===== src/rtl/intc_pkg.sv =====
package intc_pkg;

  typedef enum logic [1:0] {
    TRIG_LOW  = 2'b00,
    TRIG_FALL = 2'b01,
    TRIG_RISE = 2'b10,
    TRIG_OFF  = 2'b11
  } trig_mode_e;

  // slot address: base plus four bytes per vector
  function automatic logic [31:0] slot_addr(input logic [31:0] base,
                                            input logic [31:0] num);
    return base + (num << 2);
  endfunction

  function automatic int ext_vec(input int line);
    return 1 + line;
  endfunction

  function automatic int int_vec(input int n_ext, input int src);
    return 1 + n_ext + src;
  endfunction

endpackage


===== src/rtl/intc_sync.sv =====
module intc_sync #(
  parameter int W = 4
) (
  input  logic         clk,
  input  logic         rst_n,
  input  logic [W-1:0] d_async,
  output logic [W-1:0] q_sync
);
  logic [W-1:0] meta_q;
  logic [W-1:0] sync_q;

  // pins idle high, so reset to 1 to avoid a false low level
  always_ff @(posedge clk or negedge rst_n) begin
    if (!rst_n) begin
      meta_q <= '1;
      sync_q <= '1;
    end else begin
      meta_q <= d_async;
      sync_q <= meta_q;
    end
  end

  assign q_sync = sync_q;
endmodule


===== src/rtl/intc_ext_line.sv =====
module intc_ext_line
  import intc_pkg::*;
(
  input  logic       clk,
  input  logic       rst_n,
  input  logic       pin_s,
  input  trig_mode_e mode,
  input  logic       en,
  input  logic       gie,
  input  logic       acc_this,
  output logic       req,
  output logic       pend
);
  logic prev_q;
  logic pend_q;
  logic rise_w;
  logic fall_w;
  logic hit_w;
  logic edge_mode_w;
  logic raw_w;

  always_ff @(posedge clk or negedge rst_n) begin
    if (!rst_n) prev_q <= 1'b1;
    else        prev_q <= pin_s;
  end

  assign rise_w      = pin_s & ~prev_q;
  assign fall_w      = ~pin_s & prev_q;
  assign edge_mode_w = (mode == TRIG_RISE) || (mode == TRIG_FALL);
  assign hit_w       = ((mode == TRIG_RISE) && rise_w) ||
                       ((mode == TRIG_FALL) && fall_w);

  // a new edge outranks the clear caused by acceptance
  always_ff @(posedge clk or negedge rst_n) begin
    if (!rst_n)            pend_q <= 1'b0;
    else if (!edge_mode_w) pend_q <= 1'b0;
    else if (hit_w)        pend_q <= 1'b1;
    else if (acc_this)     pend_q <= 1'b0;
  end

  always_comb begin
    unique case (mode)
      TRIG_LOW:             raw_w = ~pin_s;
      TRIG_FALL, TRIG_RISE: raw_w = pend_q;
      default:              raw_w = 1'b0;
    endcase
  end

  assign req  = raw_w & en & gie;
  assign pend = pend_q;
endmodule


===== src/rtl/intc_prio.sv =====
module intc_prio #(
  parameter int N = 8,
  parameter int W = 3
) (
  input  logic [N-1:0] req,
  output logic         any,
  output logic [W-1:0] idx
);
  // scanning downward leaves the lowest active index in idx
  always_comb begin
    any = 1'b0;
    idx = '0;
    for (int i = N - 1; i >= 0; i--) begin
      if (req[i]) begin
        any = 1'b1;
        idx = W'(i);
      end
    end
  end
endmodule


===== src/rtl/intc_gie.sv =====
module intc_gie (
  input  logic clk,
  input  logic rst_n,
  input  logic accept,
  input  logic set_s,
  input  logic clr_s,
  input  logic ret_s,
  output logic gie
);
  logic gie_q;

  always_ff @(posedge clk or negedge rst_n) begin
    if (!rst_n)              gie_q <= 1'b0;
    else if (accept)         gie_q <= 1'b0;
    else if (clr_s)          gie_q <= 1'b0;
    else if (set_s || ret_s) gie_q <= 1'b1;
  end

  assign gie = gie_q;
endmodule


===== src/rtl/prio_vec_intc.sv =====
module prio_vec_intc
  import intc_pkg::*;
#(
  parameter int N_EXT  = 4,
  parameter int N_INT  = 6,
  parameter int ADDR_W = 16,
  localparam int NVEC  = 1 + N_EXT + N_INT,
  localparam int VN_W  = $clog2(NVEC)
) (
  input  logic                 clk,
  input  logic                 rst_n,
  input  logic [N_INT-1:0]     int_req,
  input  logic [N_EXT-1:0]     ext_pin,
  input  logic [N_EXT-1:0]     ext_en,
  input  logic [2*N_EXT-1:0]   ext_mode,
  input  logic [ADDR_W-1:0]    vec_base,
  input  logic                 irq_ack,
  input  logic                 gie_set,
  input  logic                 gie_clr,
  input  logic                 reti,
  output logic                 irq,
  output logic [VN_W-1:0]      vec_num,
  output logic [ADDR_W-1:0]    vec_addr,
  output logic                 gie
);
  // named internal events, also observed by the bound checker
  logic             accept;
  logic             rst_pend;
  logic [N_EXT-1:0] pin_s;
  logic [N_EXT-1:0] ext_req;
  logic [N_EXT-1:0] ext_pend;
  logic [NVEC-1:0]  req_all;
  logic             win_any;
  logic [VN_W-1:0]  win_idx;

  intc_sync #(.W(N_EXT)) u_sync (
    .clk     (clk),
    .rst_n   (rst_n),
    .d_async (ext_pin),
    .q_sync  (pin_s)
  );

  for (genvar k = 0; k < N_EXT; k++) begin : g_ext
    logic acc_k;
    assign acc_k = accept && (vec_num == VN_W'(ext_vec(k)));
    intc_ext_line u_line (
      .clk      (clk),
      .rst_n    (rst_n),
      .pin_s    (pin_s[k]),
      .mode     (trig_mode_e'(ext_mode[2*k +: 2])),
      .en       (ext_en[k]),
      .gie      (gie),
      .acc_this (acc_k),
      .req      (ext_req[k]),
      .pend     (ext_pend[k])
    );
    assign req_all[ext_vec(k)] = ext_req[k];
  end

  for (genvar j = 0; j < N_INT; j++) begin : g_int
    assign req_all[int_vec(N_EXT, j)] = int_req[j] & gie;
  end

  // reset request: pending from reset until vector 0 is accepted
  always_ff @(posedge clk or negedge rst_n) begin
    if (!rst_n)                        rst_pend <= 1'b1;
    else if (accept && vec_num == '0)  rst_pend <= 1'b0;
  end
  assign req_all[0] = rst_pend;

  intc_prio #(.N(NVEC), .W(VN_W)) u_prio (
    .req (req_all),
    .any (win_any),
    .idx (win_idx)
  );

  assign irq      = win_any;
  assign vec_num  = win_idx;
  assign vec_addr = ADDR_W'(slot_addr(32'(vec_base), 32'(win_idx)));
  assign accept   = win_any & irq_ack;

  intc_gie u_gie (
    .clk    (clk),
    .rst_n  (rst_n),
    .accept (accept),
    .set_s  (gie_set),
    .clr_s  (gie_clr),
    .ret_s  (reti),
    .gie    (gie)
  );
endmodule


===== config.mk =====
export PLATFORM = sky130hd
export DESIGN_NAME = prio_vec_intc
export DESIGN_NICKNAME = d
export VERILOG_FILES = /design/src/rtl/intc_pkg.sv /design/src/rtl/intc_sync.sv /design/src/rtl/intc_ext_line.sv /design/src/rtl/intc_prio.sv /design/src/rtl/intc_gie.sv /design/src/rtl/prio_vec_intc.sv
export SDC_FILE = /design/constraint.sdc
export NUM_CORES = 1
export LEC_CHECK = 0
export BUFFER_PORTS_ARGS = -buffer_cell sky130_fd_sc_hd__buf_2
export CORE_AREA = 2 2 41 81
export CTS_BUF_LIST = sky130_fd_sc_hd__clkbuf_16
export DETAILED_ROUTE_END_ITERATION = 7
export DIE_AREA = 0 0 43 83
export GPL_TIMING_DRIVEN = 0
export PLACE_DENSITY = 0.93
export REMOVE_ABC_BUFFERS = 1
export SYNTH_ARGS = -nofsm -noshare
export SYNTH_HDL_FRONTEND = slang
export SYNTH_SLANG_ARGS = --single-unit
export TNS_END_PERCENT = 10

===== constraint.sdc =====
create_clock -name clk -period 4.3 [get_ports clk]
set_input_delay 0.43 -clock clk [delete_from_list [all_inputs] [get_ports clk]]
set_output_delay 0.43 -clock clk [all_outputs]
set_load 0.005 [all_outputs]

After elaboration in Yosys (flattened, before gate mapping)
Index checks and enable logic that the tools add are counted.
{ "classes": {"add_sub_neg": 1, "eq_ne": 16, "n_mux": 41, "n_bitwise": 31, "n_reduce_logical": 32} }
{ "op_table": {"columns": ["cell", "n"], "rows": [
  ["$mux 4", 11],
  ["$mux 1", 26],
  ["$and 1x1->1", 23],
  ["$add 16x6->16", 1],
  ["$logic_and 1x1->1", 13],
  ["$ne 3x2->1 const B", 4],
  ["$logic_or 1x1->1", 9],
  ["$eq 2x1->1 const B", 4],
  ["$eq 2x2->1 const B", 4],
  ["$eq 4x2->1 const B", 2],
  ["$logic_not 2->1", 4],
  ["$not 1->1", 8],
  ["$pmux 1 s2", 4],
  ["$reduce_or 2->1", 4],
  ["$eq 4x1->1 const B", 1],
  ["$eq 4x3->1 const B", 1],
  ["$logic_not 4->1", 1],
  ["$reduce_bool 3->1", 1]
]} }
{ "word_totals": {"register_bits": 18, "in_bits": 44, "out_inout_bits": 22, "elab_cells": 133} }

Depth between registers and ports, before layout
Gate-level depths: netlist (run 1).
{ "depth": {"word_depth": 17, "ltp_mapped": 15, "ltp_nobuf": 15} }

Cells and area by module
From an unflattened synthesis (run 1), not the netlist that was laid out.
{ "hier_totals": {"hier_cells": 160, "area_unflattened_um2": 1503.9} }
{ "by_module_without_submodules": {"columns": ["mod", "instances", "cells_each", "area_each_um2"], "rows": [
  ["intc_ext_line", 4, 16, 165.2],
  ["prio_vec_intc", 1, 66, 485.5],
  ["intc_sync", 1, 8, 210.2],
  ["intc_prio", 1, 19, 112.6],
  ["intc_gie", 1, 3, 35.0]
]} }

Worst setup path after synthesis (run 1)
OpenSTA, ideal clock, no wires.
{ "synth_timing": {"kind": "input to output", "startpoint": "in ext_mode[4]", "endpoint": "out vec_addr[8]", "t_arrival_ns": 2.792, "required_ns": 3.870, "setup_slack_ns": 1.078, "path_stages": 14, "path_buffers": 0, "path_cell_list": "inv_1 ha_1 nand2_1 a211o_1 a311o_1 inv_1 ha_1 inv_1 fa_1 inv_1 a21oi_1 o21bai_1 nand3_1 xnor2_1"} }
{ "synth_between": {"elab_chain_cells": 10} }
{ "synth_rtl": {"columns": ["element", "line", "text"], "rows": [
  ["start, declared", "prio_vec_intc.sv:15", "input logic [2*N_EXT-1:0] ext_mode,"],
  ["$eq 2x1->1 / $eq 2x2->1 (equally long branches)", "intc_ext_line.sv:42", "unique case (mode)"],
  ["$reduce_or 2->1", "intc_ext_line.sv:42", null],
  ["$pmux 1 s2 *", "intc_ext_line.sv:42", null],
  ["$and 1x1->1 * (2 in a row)", "intc_ext_line.sv:49", "assign req = raw_w & en & gie;"],
  ["$mux 4 * (4 in a row)", "intc_prio.sv:14", "if (req[i]) begin"],
  ["net vec_num[0]", "prio_vec_intc.sv:22", "output logic [VN_W-1:0] vec_num,"],
  ["$add 16x6->16 *", "intc_pkg.sv:13", "return base + (num << 2);"],
  ["end, declared", "prio_vec_intc.sv:23", "output logic [ADDR_W-1:0] vec_addr,"]
]} }
The timed path passes the listed nets; every way through them passes the cells marked *.

Worst setup path in the final report (run 1)
{ "layout_timing": {"startpoint": "in ext_mode[4]", "endpoint": "out vec_addr[8]"} }
{ "layout_between": {"elab_chain_cells": 10} }
{ "layout_rtl": {"columns": ["element", "line"], "rows": [
  ["$eq 2x1->1 / $eq 2x2->1 (equally long branches)", "intc_ext_line.sv:42"],
  ["$reduce_or 2->1", "intc_ext_line.sv:42"],
  ["$pmux 1 s2 *", "intc_ext_line.sv:42"],
  ["$and 1x1->1 * (2 in a row)", "intc_ext_line.sv:49"],
  ["$mux 4 * (4 in a row)", "intc_prio.sv:14"],
  ["$add 16x6->16 *", "intc_pkg.sv:13"]
]} }
Every way passes the cells marked *; elsewhere a longest branch is shown, timed or not.

==> summary.txt, run 1 <==
Clocking
  – Cts-stage hold buffer count: 0
  – Number of post-CTS setup repair buffers: 0
  – CTS clk-pin slew, worst paths: 0.05 ns
  – CTS H-tree depth: 1
  – Cells resized by post-CTS repair: 0
  – TritonCTS clock tree: yes
  – Clock latency at the later pin of the worst-skew pair: 0.25 ns
  – Worst-case clock buffer depth: 2
  – Root Buffer Master: sky130_fd_sc_hd__clkbuf_16
  – Num CTS Buffers: 3
  – Number of sinks driven by the clock tree: 18

Critical path
  – Peak per-stage delay on the critical path: ~0.4 ns
  – Worst reg2reg path startpoint: u_sync.q_sync[2]
  – Type of destination of the critical path: output pin
  – Slowest stage cell on the critical path: sky130_fd_sc_hd__fa_1
  – Crit Path Max Fanout: 5
  – Classification of the worst setup path: input pin to output pin
  – Worst path top cell family by delay: compound AO/OA/AOI/OAI gates
  – Required @ worst endpoint: 3.87 ns
  – Chain of cells forming the critical path: buf_2 -> inv_1 -> ha_1 -> nand2_1 -> a211o_1 -> a311o_1 -> inv_1 -> ha_1 -> inv_1 -> fa_1 -> inv_1 -> a21oi_1 -> o21bai_1 -> nand3_1 -> xnor2_1 -> buf_2
  – Critical Path Most Common Cell: sky130_fd_sc_hd__inv_1
  – Cells on worst reg2reg path: 5
  – Worst reg-to-reg setup slack: between 2 and 3 ns
  – Crit path buffers/inverters: 6
  – CP Data Arrival Time: ~3.3 ns
  – FF-to-FF End: g_ext[3].u_line.pend
  – Startpoint Class: input pin

Cells and area
  – Layout cells sized above 1: 0.373
  – Post-route core utilization: 0.620
  – Antenna Diode Count: 0
  – Nets: approximately 280
  – Area added between synthesis and finish: 28.7%

Route
  – Detailed-route via count: 1,307
  – Via-to-Cell Ratio: 5.29
  – Routed WL: 3000 um
  – Number of remaining DRC errors: 0
  – Final routed wire length divided by cell count: 12.1 um
  – Remaining antenna violation count: 0
  – Number of violations reported at the end of detailed-routing iteration 0: 27
  – Drt first pass iters: 4

STA
  – Relative slew slack: 0.740
  – Max Fclk: 271 MHz
  – Clock period minus final worst setup slack: 3.69 ns
  – Portion of the clock cycle consumed by the worst path in the final layout: 0.858
  – Final Skew: 0.00520 ns
  – Transition time of the tightest slew-check pin: 0.384 ns
  – Final setup violation count: 0
  – Sum of negative setup slack: 0 ns
  – Max Slew Vio Count: 0
  – Hold Vio Cnt, Final: 0
  – RSZ-0062 raised after global routing: no

Floorplan
  – IO Pins: 66
  – Die height: 83 um
  – Die area: 3570 um^2
  – Chip Width: 43 um
  – Initial standard-cell utilization of the core: 0.482
  – Floorplan row count: 28
  – Area of the core: 2940 um^2

Power and ir drop
  – Maximum VDD drop: 276 uV
  – Clk network pwr share: 0.365
  – Comb power frac: 0.253
  – Portion of total power attributed to sequential cells: 0.383
  – Total power divided by cell area: 273 nW/um^2
  – Total internal power: 369 uW
  – Net Sw Frac: 0.260
  – Leakage power: roughly 0.96 nW
  – Net switching component of the power: 130 uW

Logic synthesis
  – Synthesis Warnings: 0
  – Async SR Flop Fraction: 1.00
  – Area share of the largest cell type after synthesis: 0.241
  – Synth cell types: 39
  – Post-synth design cell area: 1420 um^2
  – Count of flip-flops with a built-in enable after synthesis: 0
  – Biggest area contributors in the synthesized netlist: sky130_fd_sc_hd__dfstp_2, sky130_fd_sc_hd__ha_1, sky130_fd_sc_hd__dfrtp_1
  – Post-synthesis sequential area ratio: 0.329
  – Average cell area after synthesis: 9.21 um^2
  – Number of standard cells after synthesis: approximately 150
  – Ys flop type: sky130_fd_sc_hd__dfstp_2
  – Top cells by count, synth: sky130_fd_sc_hd__inv_1, sky130_fd_sc_hd__ha_1, sky130_fd_sc_hd__nand2_1
  – Top cell type by total area after synthesis: sky130_fd_sc_hd__dfstp_2
  – Flop and latch count out of synthesis: 18
  – Library cell with the highest instance count after synthesis: sky130_fd_sc_hd__inv_1

Global routing
  – Number of global-route vias before repair: approximately 1.3k
  – Tot GR Track Use: 0.189
  – Global-route wire length before repair: 5270 um
  – Aggregate global routing overflow: 0
  – Antenna violations before repair: 0
  – Maximum number of pins on one net before global-route repair: 19

Job
  – Maximum Capacitance Violations: 0

Placement
  – Detailed placement HPWL: roughly 2500 um
  – Placer Congestion: 0.858
  – I/O Buffers: 61

Hold path
  – HP Class: input pin to async pin

Run status
  – Run status: finished, final reports clean
-- kinds of logic (layout without fill, tap and decap cells) --
family                   Yosys count  after routing  synth area share
AO/OA/AOI/OAI                     32             32             0.160
buffers and inverters             26             89            0.0741
XOR/XNOR                          12             12            0.0741
AND/OR/NAND/NOR                   45             45             0.172
adder cells (fa/ha/maj)           21             21             0.191
flip-flops                        18             18             0.329
-- worst reg2reg max path, cell delays in order, from the launching register on --
cell and delay (ns):
sky130_fd_sc_hd__dfstp_2 0.55, sky130_fd_sc_hd__nand2b_1 0.10, sky130_fd_sc_hd__a211o_1 0.21, sky130_fd_sc_hd__nor4b_1 0.37, sky130_fd_sc_hd__and3_4 0.26, sky130_fd_sc_hd__a31oi_1 0.07
-- flip-flops by register name, indices dropped and copies added, names as in the netlist --
signal               flops
u_sync.q_sync            4
g_ext.u_line.prev_q      4
g_ext.u_line.pend        4
u_gie.gie                1
rst_pend                 1
u_sync.meta_q            4
-- cell usage in the layout (no fill, tap or decap) --
cell type                   count
sky130_fd_sc_hd__buf_2         61
sky130_fd_sc_hd__inv_1         24
sky130_fd_sc_hd__ha_1          20
sky130_fd_sc_hd__nand2_1       14
sky130_fd_sc_hd__dfstp_2       13
sky130_fd_sc_hd__xnor2_1       11
sky130_fd_sc_hd__nand2b_1       6
sky130_fd_sc_hd__nor2_1         6
sky130_fd_sc_hd__a21oi_1        5
sky130_fd_sc_hd__nand3_1        5
sky130_fd_sc_hd__dfrtp_1        5
sky130_fd_sc_hd__a211o_1        4
sky130_fd_sc_hd__o21ai_0        4
sky130_fd_sc_hd__a31oi_1        4
sky130_fd_sc_hd__clkbuf_16      3
sky130_fd_sc_hd__o21ai_1        2
sky130_fd_sc_hd__o31ai_1        2
sky130_fd_sc_hd__nor3_1         2
sky130_fd_sc_hd__a211oi_1       2
sky130_fd_sc_hd__o21bai_1       2
sky130_fd_sc_hd__and3_1         2
sky130_fd_sc_hd__a21boi_1       2
sky130_fd_sc_hd__and4b_1        1
sky130_fd_sc_hd__nand3b_2       1
sky130_fd_sc_hd__a21oi_4        1
sky130_fd_sc_hd__inv_2          1
sky130_fd_sc_hd__a311o_1        1
sky130_fd_sc_hd__a41o_1         1
sky130_fd_sc_hd__nor4b_1        1
sky130_fd_sc_hd__and3_4         1
sky130_fd_sc_hd__and4_1         1
sky130_fd_sc_hd__a21o_1         1
sky130_fd_sc_hd__xor2_1         1
sky130_fd_sc_hd__nand4_1        1
sky130_fd_sc_hd__nor2b_1        1
sky130_fd_sc_hd__a21boi_0       1
sky130_fd_sc_hd__or3_1          1
sky130_fd_sc_hd__nand3b_1       1
sky130_fd_sc_hd__nor3b_1        1
sky130_fd_sc_hd__fa_1           1
-- worst max-delay path by stage --
stage	startpoint	end	slack, ns	cells past startpoint
6_report	ext_mode[4]	vec_addr[8]	0.61	16
2_1_floorplan	ext_mode[4]	vec_addr[8]	1.08	14
5_1_grt	ext_mode[2]	vec_addr[8]	0.34	17
3_3_place_gp	ext_mode[4]	vec_addr[8]	0.63	16
4_1_cts	ext_mode[4]	vec_addr[8]	0.61	16
3_5_place_dp	ext_mode[4]	vec_addr[8]	0.62	16
-- layout make-up --
cell class	instances	area, um^2
clock buffers	3	75.1
multi-input cells	110	846
inverters	24	90.1
clock inverters	1	3.75
fillers	264	1120
well taps	30	37.5
repair buffers	61	305
flip-flops and latches	18	467
-- power groups by stage --
stage                     combinational (mW)  clock (mW)  sequential (mW)
after global placement                 0.122           0            0.192
after global routing                   0.144       0.196            0.192
after detailed placement               0.126           0            0.193
final                                  0.126       0.182            0.191
after floorplan                       0.0669           0            0.191
after CTS                              0.127       0.186            0.191
-- routing by layer --
layer,share of wire,wire [um],global-route usage
met5,0,0,0
met3,0.044,131,0.0326
met4,0.040,121,0.107
met2,0.57,1700,0.350
met1,0.35,1040,0.185
-- per-stage QoR --
stage	hold slack [ns]	instance area [um^2]	setup slack (ns)	instances	total power, mW
floorplan	0.134	1400	1.08	152	0.258
global placement	0.346	1750	0.634	243	0.315
detailed placement	0.349	1750	0.621	243	0.319
CTS	0.103	1820	0.612	247	0.503
global route	0.119	1820	0.336	247	0.532
finish	0.0931	1820	0.611	247	0.498
Note: power is estimated with default switching activity, not from simulation.
==> inputs of run 2 (changes only) <==
--- a/config.mk
+++ b/config.mk
@@ -12,6 +12,7 @@
 export DIE_AREA = 0 0 43 83
 export GPL_TIMING_DRIVEN = 0
 export PLACE_DENSITY = 0.93
+export RECOVER_POWER = 50
 export REMOVE_ABC_BUFFERS = 1
 export SYNTH_ARGS = -nofsm -noshare
 export SYNTH_HDL_FRONTEND = slang
==> run 2 against run 1 <==
Compared with the run above:
- power is 0.12% lower
- clock power about the same
- critical path depth is the same
- hold slack better by 0.19 ns
- largest power group unchanged
- clock skew about the same
- combinational power about the same
==> summary.txt, run 2 (synthesized netlist as in run 1, its figures left out) <==
Run status
  – Run status: finished, final reports clean (unchanged)

Critical path
  – CP Data Arrival Time: 3.26 ns (about the same)
  – Worst reg2reg path startpoint: u_sync.q_sync[2] (unchanged)
  – Classification of the worst setup path: input pin to output pin (unchanged)
  – Crit Path Max Fanout: 5 (unchanged)
  – Cells on worst reg2reg path: 5 (unchanged)
  – Worst reg-to-reg setup slack: 2.62 ns (about the same)
  – Required @ worst endpoint: 3.87 ns (about the same)
  – FF-to-FF End: g_ext[3].u_line.pend (unchanged)
  – Type of destination of the critical path: output pin (unchanged)
  – Startpoint Class: input pin (unchanged)

Global routing
  – Tot GR Track Use: 0.189 (unchanged)
  – Global-route wire length before repair: 5270 um (unchanged)
  – Number of global-route vias before repair: 1,332 (unchanged)
  – Aggregate global routing overflow: 0 (unchanged)
  – Antenna violations before repair: 0 (unchanged)
  – Maximum number of pins on one net before global-route repair: 19 (unchanged)

Clocking
  – TritonCTS clock tree: yes (unchanged)
  – Num CTS Buffers: 3 (unchanged)
  – Number of sinks driven by the clock tree: 18 (unchanged)
  – Cts-stage hold buffer count: 0 (unchanged)
  – CTS clk-pin slew, worst paths: 0.05 ns (about the same)
  – Number of post-CTS setup repair buffers: 0 (unchanged)
  – Root Buffer Master: sky130_fd_sc_hd__clkbuf_16 (unchanged)
  – Worst-case clock buffer depth: 2 (unchanged)
  – Clock latency at the later pin of the worst-skew pair: 0.25 ns (about the same)
  – CTS H-tree depth: 1 (unchanged)
  – Cells resized by post-CTS repair: 0 (unchanged)

Power and ir drop
  – Total internal power: 368 uW (was 369 uW)
  – Net switching component of the power: 130 uW (about the same)
  – Comb power frac: 0.253 (about the same)
  – Tot Pwr: 498 uW (about the same)
  – Maximum VDD drop: 275 uV (was 276 uV)
  – Portion of total power attributed to sequential cells: 0.382 (was 0.383)
  – Leakage power: 0.952 nW (was 0.959 nW)
  – Clk network pwr share: 0.365 (about the same)
  – Net Sw Frac: 0.261 (was 0.260)
  – Total power divided by cell area: 273 nW/um^2 (about the same)

Route
  – Routed WL: 3010 um (was 3000 um)
  – Drt first pass iters: 4 (unchanged)
  – Via-to-Cell Ratio: 5.29 (unchanged)
  – Final routed wire length divided by cell count: 12.2 um (was 12.1 um)
  – Detailed-route via count: 1,307 (unchanged)
  – Number of violations reported at the end of detailed-routing iteration 0: 29 (was 27)
  – Remaining antenna violation count: 0 (unchanged)
  – Number of remaining DRC errors: 0 (unchanged)

STA
  – RSZ-0062 raised after global routing: no (unchanged)
  – Final worst setup slack: 0.608 ns (was 0.611 ns)
  – Final Skew: 0.00517 ns (was 0.00520 ns)
  – Sum of negative setup slack: 0 ns (unchanged)
  – Relative slew slack: 0.401 (was 0.740)
  – Final setup violation count: 0 (unchanged)
  – Portion of the clock cycle consumed by the worst path in the final layout: 0.859 (was 0.858)
  – Transition time of the tightest slew-check pin: 0.898 ns (was 0.384 ns)
  – Max Slew Vio Count: 0 (unchanged)
  – Clock period minus final worst setup slack: 3.69 ns (about the same)
  – Hold Vio Cnt, Final: 0 (unchanged)
  – Max Fclk: 271 MHz (about the same)

Floorplan
  – Initial standard-cell utilization of the core: 0.482 (unchanged)
  – Floorplan row count: 28 (unchanged)
  – Die area: 3570 um^2 (unchanged)
  – Die height: 83 um (unchanged)
  – Area of the core: 2940 um^2 (unchanged)
  – IO Pins: 66 (unchanged)
  – Chip Width: 43 um (unchanged)

Placement
  – Placer Congestion: 0.858 (unchanged)
  – Detailed placement HPWL: 2490 um (unchanged)
  – I/O Buffers: 61 (unchanged)
  – Pre-CTS setup slack: 0.621 ns (unchanged)

Job
  – Maximum Capacitance Violations: 0 (unchanged)

Cells and area
  – Nets: 283 (unchanged)
  – Most common cell after layout, fill and taps aside: sky130_fd_sc_hd__buf_2 (unchanged)
  – Antenna Diode Count: 0 (unchanged)
  – Layout cells sized above 1: 0.350 (was 0.373)
  – Area added between synthesis and finish: 28.5% (was 28.7%)
  – Top library cells by usage in the layout, fill and taps aside: sky130_fd_sc_hd__buf_2, sky130_fd_sc_hd__inv_1, sky130_fd_sc_hd__ha_1 (unchanged)

Hold path
  – HP Class: input pin to async pin (unchanged)
[run 2: cell types whose count changed in the layout (fill, tap and decap cells not counted)]
cell | previous run | this run
sky130_fd_sc_hd__buf_2 | 61 | 59
sky130_fd_sc_hd__clkbuf_1 | 0 | 2
sky130_fd_sc_hd__dfstp_1 | 0 | 3
sky130_fd_sc_hd__dfstp_2 | 13 | 10
[run 2: routing by layer]
metal  part of all wire  track usage
met2               0.57        0.350
met3              0.042       0.0326
met1               0.35        0.185
met5                  0            0
met4              0.040        0.107
[run 2: worst max-delay path, cell delays in order]
cell and delay, ns:
sky130_fd_sc_hd__buf_2 0.10, sky130_fd_sc_hd__inv_1 0.06, sky130_fd_sc_hd__ha_1 0.29, sky130_fd_sc_hd__nand2_1 0.05, sky130_fd_sc_hd__a211o_1 0.36, sky130_fd_sc_hd__a311o_1 0.36
sky130_fd_sc_hd__inv_1 0.09, sky130_fd_sc_hd__ha_1 0.16, sky130_fd_sc_hd__inv_1 0.05, sky130_fd_sc_hd__fa_1 0.40, sky130_fd_sc_hd__inv_1 0.07, sky130_fd_sc_hd__a21oi_1 0.05
sky130_fd_sc_hd__o21bai_1 0.32, sky130_fd_sc_hd__nand3_1 0.14, sky130_fd_sc_hd__xnor2_1 0.17, sky130_fd_sc_hd__buf_2 0.14
[run 2: power groups by stage]
| stage | Combinational (mW) | Sequential (mW) | Clock (mW) |
|---|---|---|---|
| 6_report | 0.126 | 0.190 | 0.182 |
| 5_1_grt | 0.143 | 0.191 | 0.196 |
| 4_1_cts | 0.127 | 0.191 | 0.186 |
| 3_5_place_dp | 0.126 | 0.193 | 0 |
| 3_3_place_gp | 0.122 | 0.192 | 0 |
| 2_1_floorplan | 0.0669 | 0.191 | 0 |
[run 2: layout make-up]
| type | instances | area, um^2 |
|---|---|---|
| tap | 30 | 37.5 |
| inverter | 24 | 90.1 |
| clock buffer | 3 | 75.1 |
| timing repair buffer | 61 | 303 |
| clock inverter | 1 | 3.75 |
| sequential | 18 | 467 |
| fill | 266 | 1120 |
| multi-input combinational | 110 | 846 |
[run 2: through the flow]
step / instance area [um^2] / instances / utilization / hold WS [ns]
final: 1820 / 247 / 0.619 / 0.280
after floorplan: 1400 / 152 / - / 0.134
after CTS: 1820 / 247 / 0.620 / 0.103
after global placement: 1750 / 243 / 0.593 / 0.346
after global routing: 1820 / 247 / 0.619 / 0.270
after detailed placement: 1750 / 243 / 0.593 / 0.349
[run 2: how the worst max path moves through the flow]
stage	startpoint	end	slack, ns	cells past startpoint
finish	ext_mode[4]	vec_addr[8]	0.61	16
global route	ext_mode[2]	vec_addr[8]	0.34	17
CTS	ext_mode[4]	vec_addr[8]	0.61	16
detailed placement	ext_mode[4]	vec_addr[8]	0.62	16
global placement	ext_mode[4]	vec_addr[8]	0.63	16
floorplan	ext_mode[4]	vec_addr[8]	1.08	14
==> inputs of run 3 (changes only) <==
--- a/config.mk
+++ b/config.mk
@@ -7,13 +7,14 @@
 export LEC_CHECK = 0
 export BUFFER_PORTS_ARGS = -buffer_cell sky130_fd_sc_hd__buf_2
 export CORE_AREA = 2 2 41 81
-export CTS_BUF_LIST = sky130_fd_sc_hd__clkbuf_16
 export DETAILED_ROUTE_END_ITERATION = 7
 export DIE_AREA = 0 0 43 83
+export GPL_ROUTABILITY_DRIVEN = 0
 export GPL_TIMING_DRIVEN = 0
 export PLACE_DENSITY = 0.93
 export RECOVER_POWER = 50
 export REMOVE_ABC_BUFFERS = 1
+export SLEW_MARGIN = 0
 export SYNTH_ARGS = -nofsm -noshare
 export SYNTH_HDL_FRONTEND = slang
 export SYNTH_SLANG_ARGS = --single-unit
==> run 3 against run 2 <==
Compared with the run above:
- critical path depth up 1
- die area unchanged
- first-iteration DRC count down 6.9%
- utilization down 1.1 points
- flip-flop and latch count unchanged
- sequential power about the same
- sequential share of layout area up 0.48 points
- design area down 1.9%
- via count up 0.38%
- hold slack worse by 0.010 ns
- routed wire length down 1.7%
- largest cell class unchanged
==> summary.txt, run 3 (synthesized netlist as in run 1, its figures left out) <==
STA
  – Final Skew: 0.00600 ns (was 0.00517 ns)
  – Final worst setup slack: 0.608 ns (about the same)
  – Max Slew Vio Count: 0 (unchanged)
  – Sum of negative setup slack: 0 ns (unchanged)
  – Max Fclk: 271 MHz (about the same)
  – Final setup violation count: 0 (unchanged)
  – Relative slew slack: 0.402 (was 0.401)
  – Clock period minus final worst setup slack: 3.69 ns (about the same)
  – Portion of the clock cycle consumed by the worst path in the final layout: 0.859 (about the same)
  – Hold Vio Cnt, Final: 0 (unchanged)
  – RSZ-0062 raised after global routing: no (unchanged)
  – Transition time of the tightest slew-check pin: 0.897 ns (was 0.898 ns)

Global routing
  – Number of global-route vias before repair: 1,350 (was 1,332)
  – Met3 demand-to-capacity share in global routing: 0.0261 (was 0.0326)
  – Aggregate global routing overflow: 0 (unchanged)
  – Antenna violations before repair: 0 (unchanged)
  – Met2 Resource Use GR: 0.348 (was 0.350)
  – Tot GR Track Use: 0.188 (was 0.189)
  – Met1 Track Usage GR: 0.182 (was 0.185)
  – Global-route wire length before repair: 5250 um (was 5270 um)
  – Maximum number of pins on one net before global-route repair: 19 (unchanged)
  – Most heavily used metal layer in global routing: met2 (unchanged)

Power and ir drop
  – Maximum VDD drop: 234 uV (was 275 uV)
  – Comb power frac: 0.289 (was 0.253)
  – Total power divided by cell area: 243 nW/um^2 (was 273 nW/um^2)
  – Total internal power: 310 uW (was 368 uW)
  – Net Sw Frac: 0.287 (was 0.261)
  – Clk network pwr share: 0.275 (was 0.365)
  – Net switching component of the power: 125 uW (was 130 uW)
  – Portion of total power attributed to sequential cells: 0.436 (was 0.382)
  – Leakage power: 0.932 nW (was 0.952 nW)

Floorplan
  – Chip Width: 43 um (unchanged)
  – Floorplan row count: 28 (unchanged)
  – IO Pins: 66 (unchanged)
  – Area of the core: 2940 um^2 (unchanged)
  – Initial standard-cell utilization of the core: 0.482 (unchanged)
  – Die area: 3570 um^2 (unchanged)
  – Die height: 83 um (unchanged)

Cells and area
  – Layout cells sized above 1: 0.350 (unchanged)
  – Top library cells by usage in the layout, fill and taps aside: sky130_fd_sc_hd__buf_2, sky130_fd_sc_hd__inv_1, sky130_fd_sc_hd__ha_1 (unchanged)
  – Nets: 283 (unchanged)
  – Antenna Diode Count: 0 (unchanged)
  – Post-route cell area: 1790 um^2 (was 1820 um^2)
  – Filler instances: 271 (was 266)
  – Most common cell after layout, fill and taps aside: sky130_fd_sc_hd__buf_2 (unchanged)
  – Area added between synthesis and finish: 26.1% (was 28.5%)

Clocking
  – Root Buffer Master: sky130_fd_sc_hd__clkbuf_8 (was sky130_fd_sc_hd__clkbuf_16)
  – Number of sinks driven by the clock tree: 18 (unchanged)
  – Clock latency at the later pin of the worst-skew pair: 0.26 ns (was 0.25 ns)
  – Number of post-CTS setup repair buffers: 0 (unchanged)
  – Worst-case clock buffer depth: 2 (unchanged)
  – TritonCTS clock tree: yes (unchanged)
  – Cells resized by post-CTS repair: 0 (unchanged)
  – Num CTS Buffers: 3 (unchanged)
  – Cts-stage hold buffer count: 0 (unchanged)
  – CTS clk-pin slew, worst paths: 0.06 ns (was 0.05 ns)
  – CTS H-tree depth: 1 (unchanged)

Route
  – Detailed-route via count: 1,312 (was 1,307)
  – Routed WL: 2960 um (was 3010 um)
  – Number of remaining DRC errors: 0 (unchanged)
  – Via-to-Cell Ratio: 5.31 (was 5.29)
  – Remaining antenna violation count: 0 (unchanged)
  – Final routed wire length divided by cell count: 12.0 um (was 12.2 um)
  – Drt first pass iters: 4 (unchanged)
  – Number of violations reported at the end of detailed-routing iteration 0: 27 (was 29)

Placement
  – Detailed placement HPWL: 2490 um (unchanged)
  – I/O Buffers: 61 (unchanged)
  – Pre-CTS setup slack: 0.621 ns (unchanged)
  – Placed standard-cell area: 1750 um^2 (unchanged)

Critical path
  – Crit Path Max Fanout: 5 (unchanged)
  – Worst reg2reg path startpoint: u_sync.q_sync[2] (unchanged)
  – FF-to-FF End: g_ext[3].u_line.pend (unchanged)
  – Type of destination of the critical path: output pin (unchanged)
  – Required @ worst endpoint: 3.87 ns (about the same)
  – Chain of cells forming the critical path: buf_2 -> inv_1 -> ha_1 -> nand2_1 -> a211o_1 -> a21oi_1 -> a311o_1 -> inv_1 -> ha_1 -> inv_1 -> fa_1 -> inv_1 -> a21oi_1 -> o21bai_1 -> nand3_1 -> xnor2_1 -> buf_2 (was buf_2 -> inv_1 -> ha_1 -> nand2_1 -> a211o_1 -> a311o_1 -> inv_1 -> ha_1 -> inv_1 -> fa_1 -> inv_1 -> a21oi_1 -> o21bai_1 -> nand3_1 -> xnor2_1 -> buf_2)
  – Startpoint Class: input pin (unchanged)
  – Peak per-stage delay on the critical path: 0.40 ns (about the same)
  – Classification of the worst setup path: input pin to output pin (unchanged)
  – CP Data Arrival Time: 3.26 ns (about the same)
  – Critical Path Most Common Cell: sky130_fd_sc_hd__inv_1 (unchanged)
  – Cells on worst reg2reg path: 5 (unchanged)
  – Worst reg-to-reg setup slack: 2.63 ns (was 2.62 ns)
  – Slowest stage cell on the critical path: sky130_fd_sc_hd__fa_1 (unchanged)

Hold path
  – HP Class: input pin to async pin (unchanged)

Run status
  – Run status: finished, final reports clean (unchanged)

Job
  – Maximum Capacitance Violations: 0 (unchanged)
## run 3: metal layers
metal,vias to the layer above,routed length [um]
met4,0,121
met2,44,1690
li1,645,-
met3,10,118
met5,-,0
met1,613,1020
## run 3: how the worst max path moves through the flow
stage,start,depth (start not counted),to
finish,ext_mode[2],17,vec_addr[8]
global route,ext_mode[2],17,vec_addr[8]
CTS,ext_mode[2],17,vec_addr[8]
detailed placement,ext_mode[4],16,vec_addr[8]
global placement,ext_mode[4],16,vec_addr[8]
floorplan,ext_mode[4],14,vec_addr[8]
## run 3: through the flow
stage | instances | power [mW] | utilization | hold slack (ns)
CTS | 247 | 0.438 | 0.608 | 0.0950
detailed placement | 243 | 0.319 | 0.593 | 0.349
finish | 247 | 0.435 | 0.608 | 0.270
global placement | 243 | 0.315 | 0.593 | 0.346
floorplan | 152 | 0.258 | - | 0.134
global route | 247 | 0.468 | 0.608 | 0.256
## run 3: layout make-up
cell class	count	area [um^2]	share of cell area
clock buffer	4	45.0	0.0252
inverter	24	90.1	0.0504
multi-input combinational	110	846	0.473
sequential	18	467	0.261
tap	30	37.5	0.0210
timing repair buffer	61	303	0.169
## run 3: power by group through the flow
stage / clock [mW] / combinational [mW] / sequential (mW)
CTS: 0.120 / 0.127 / 0.190
finish: 0.120 / 0.126 / 0.190
detailed placement: 0 / 0.126 / 0.193
global placement: 0 / 0.122 / 0.192
floorplan: 0 / 0.0669 / 0.191
global route: 0.133 / 0.143 / 0.191
## run 3: worst max-delay path, delay by kind of cell
family | cells | cell delay, ns
buffers and inverters | 6 | 0.52
xor gates and xnor gates | 1 | 0.17
and+or+nand+nor | 2 | 0.23
adders and majority gates | 3 | 0.87
AOI/OAI and AO/OA | 5 | 1.02
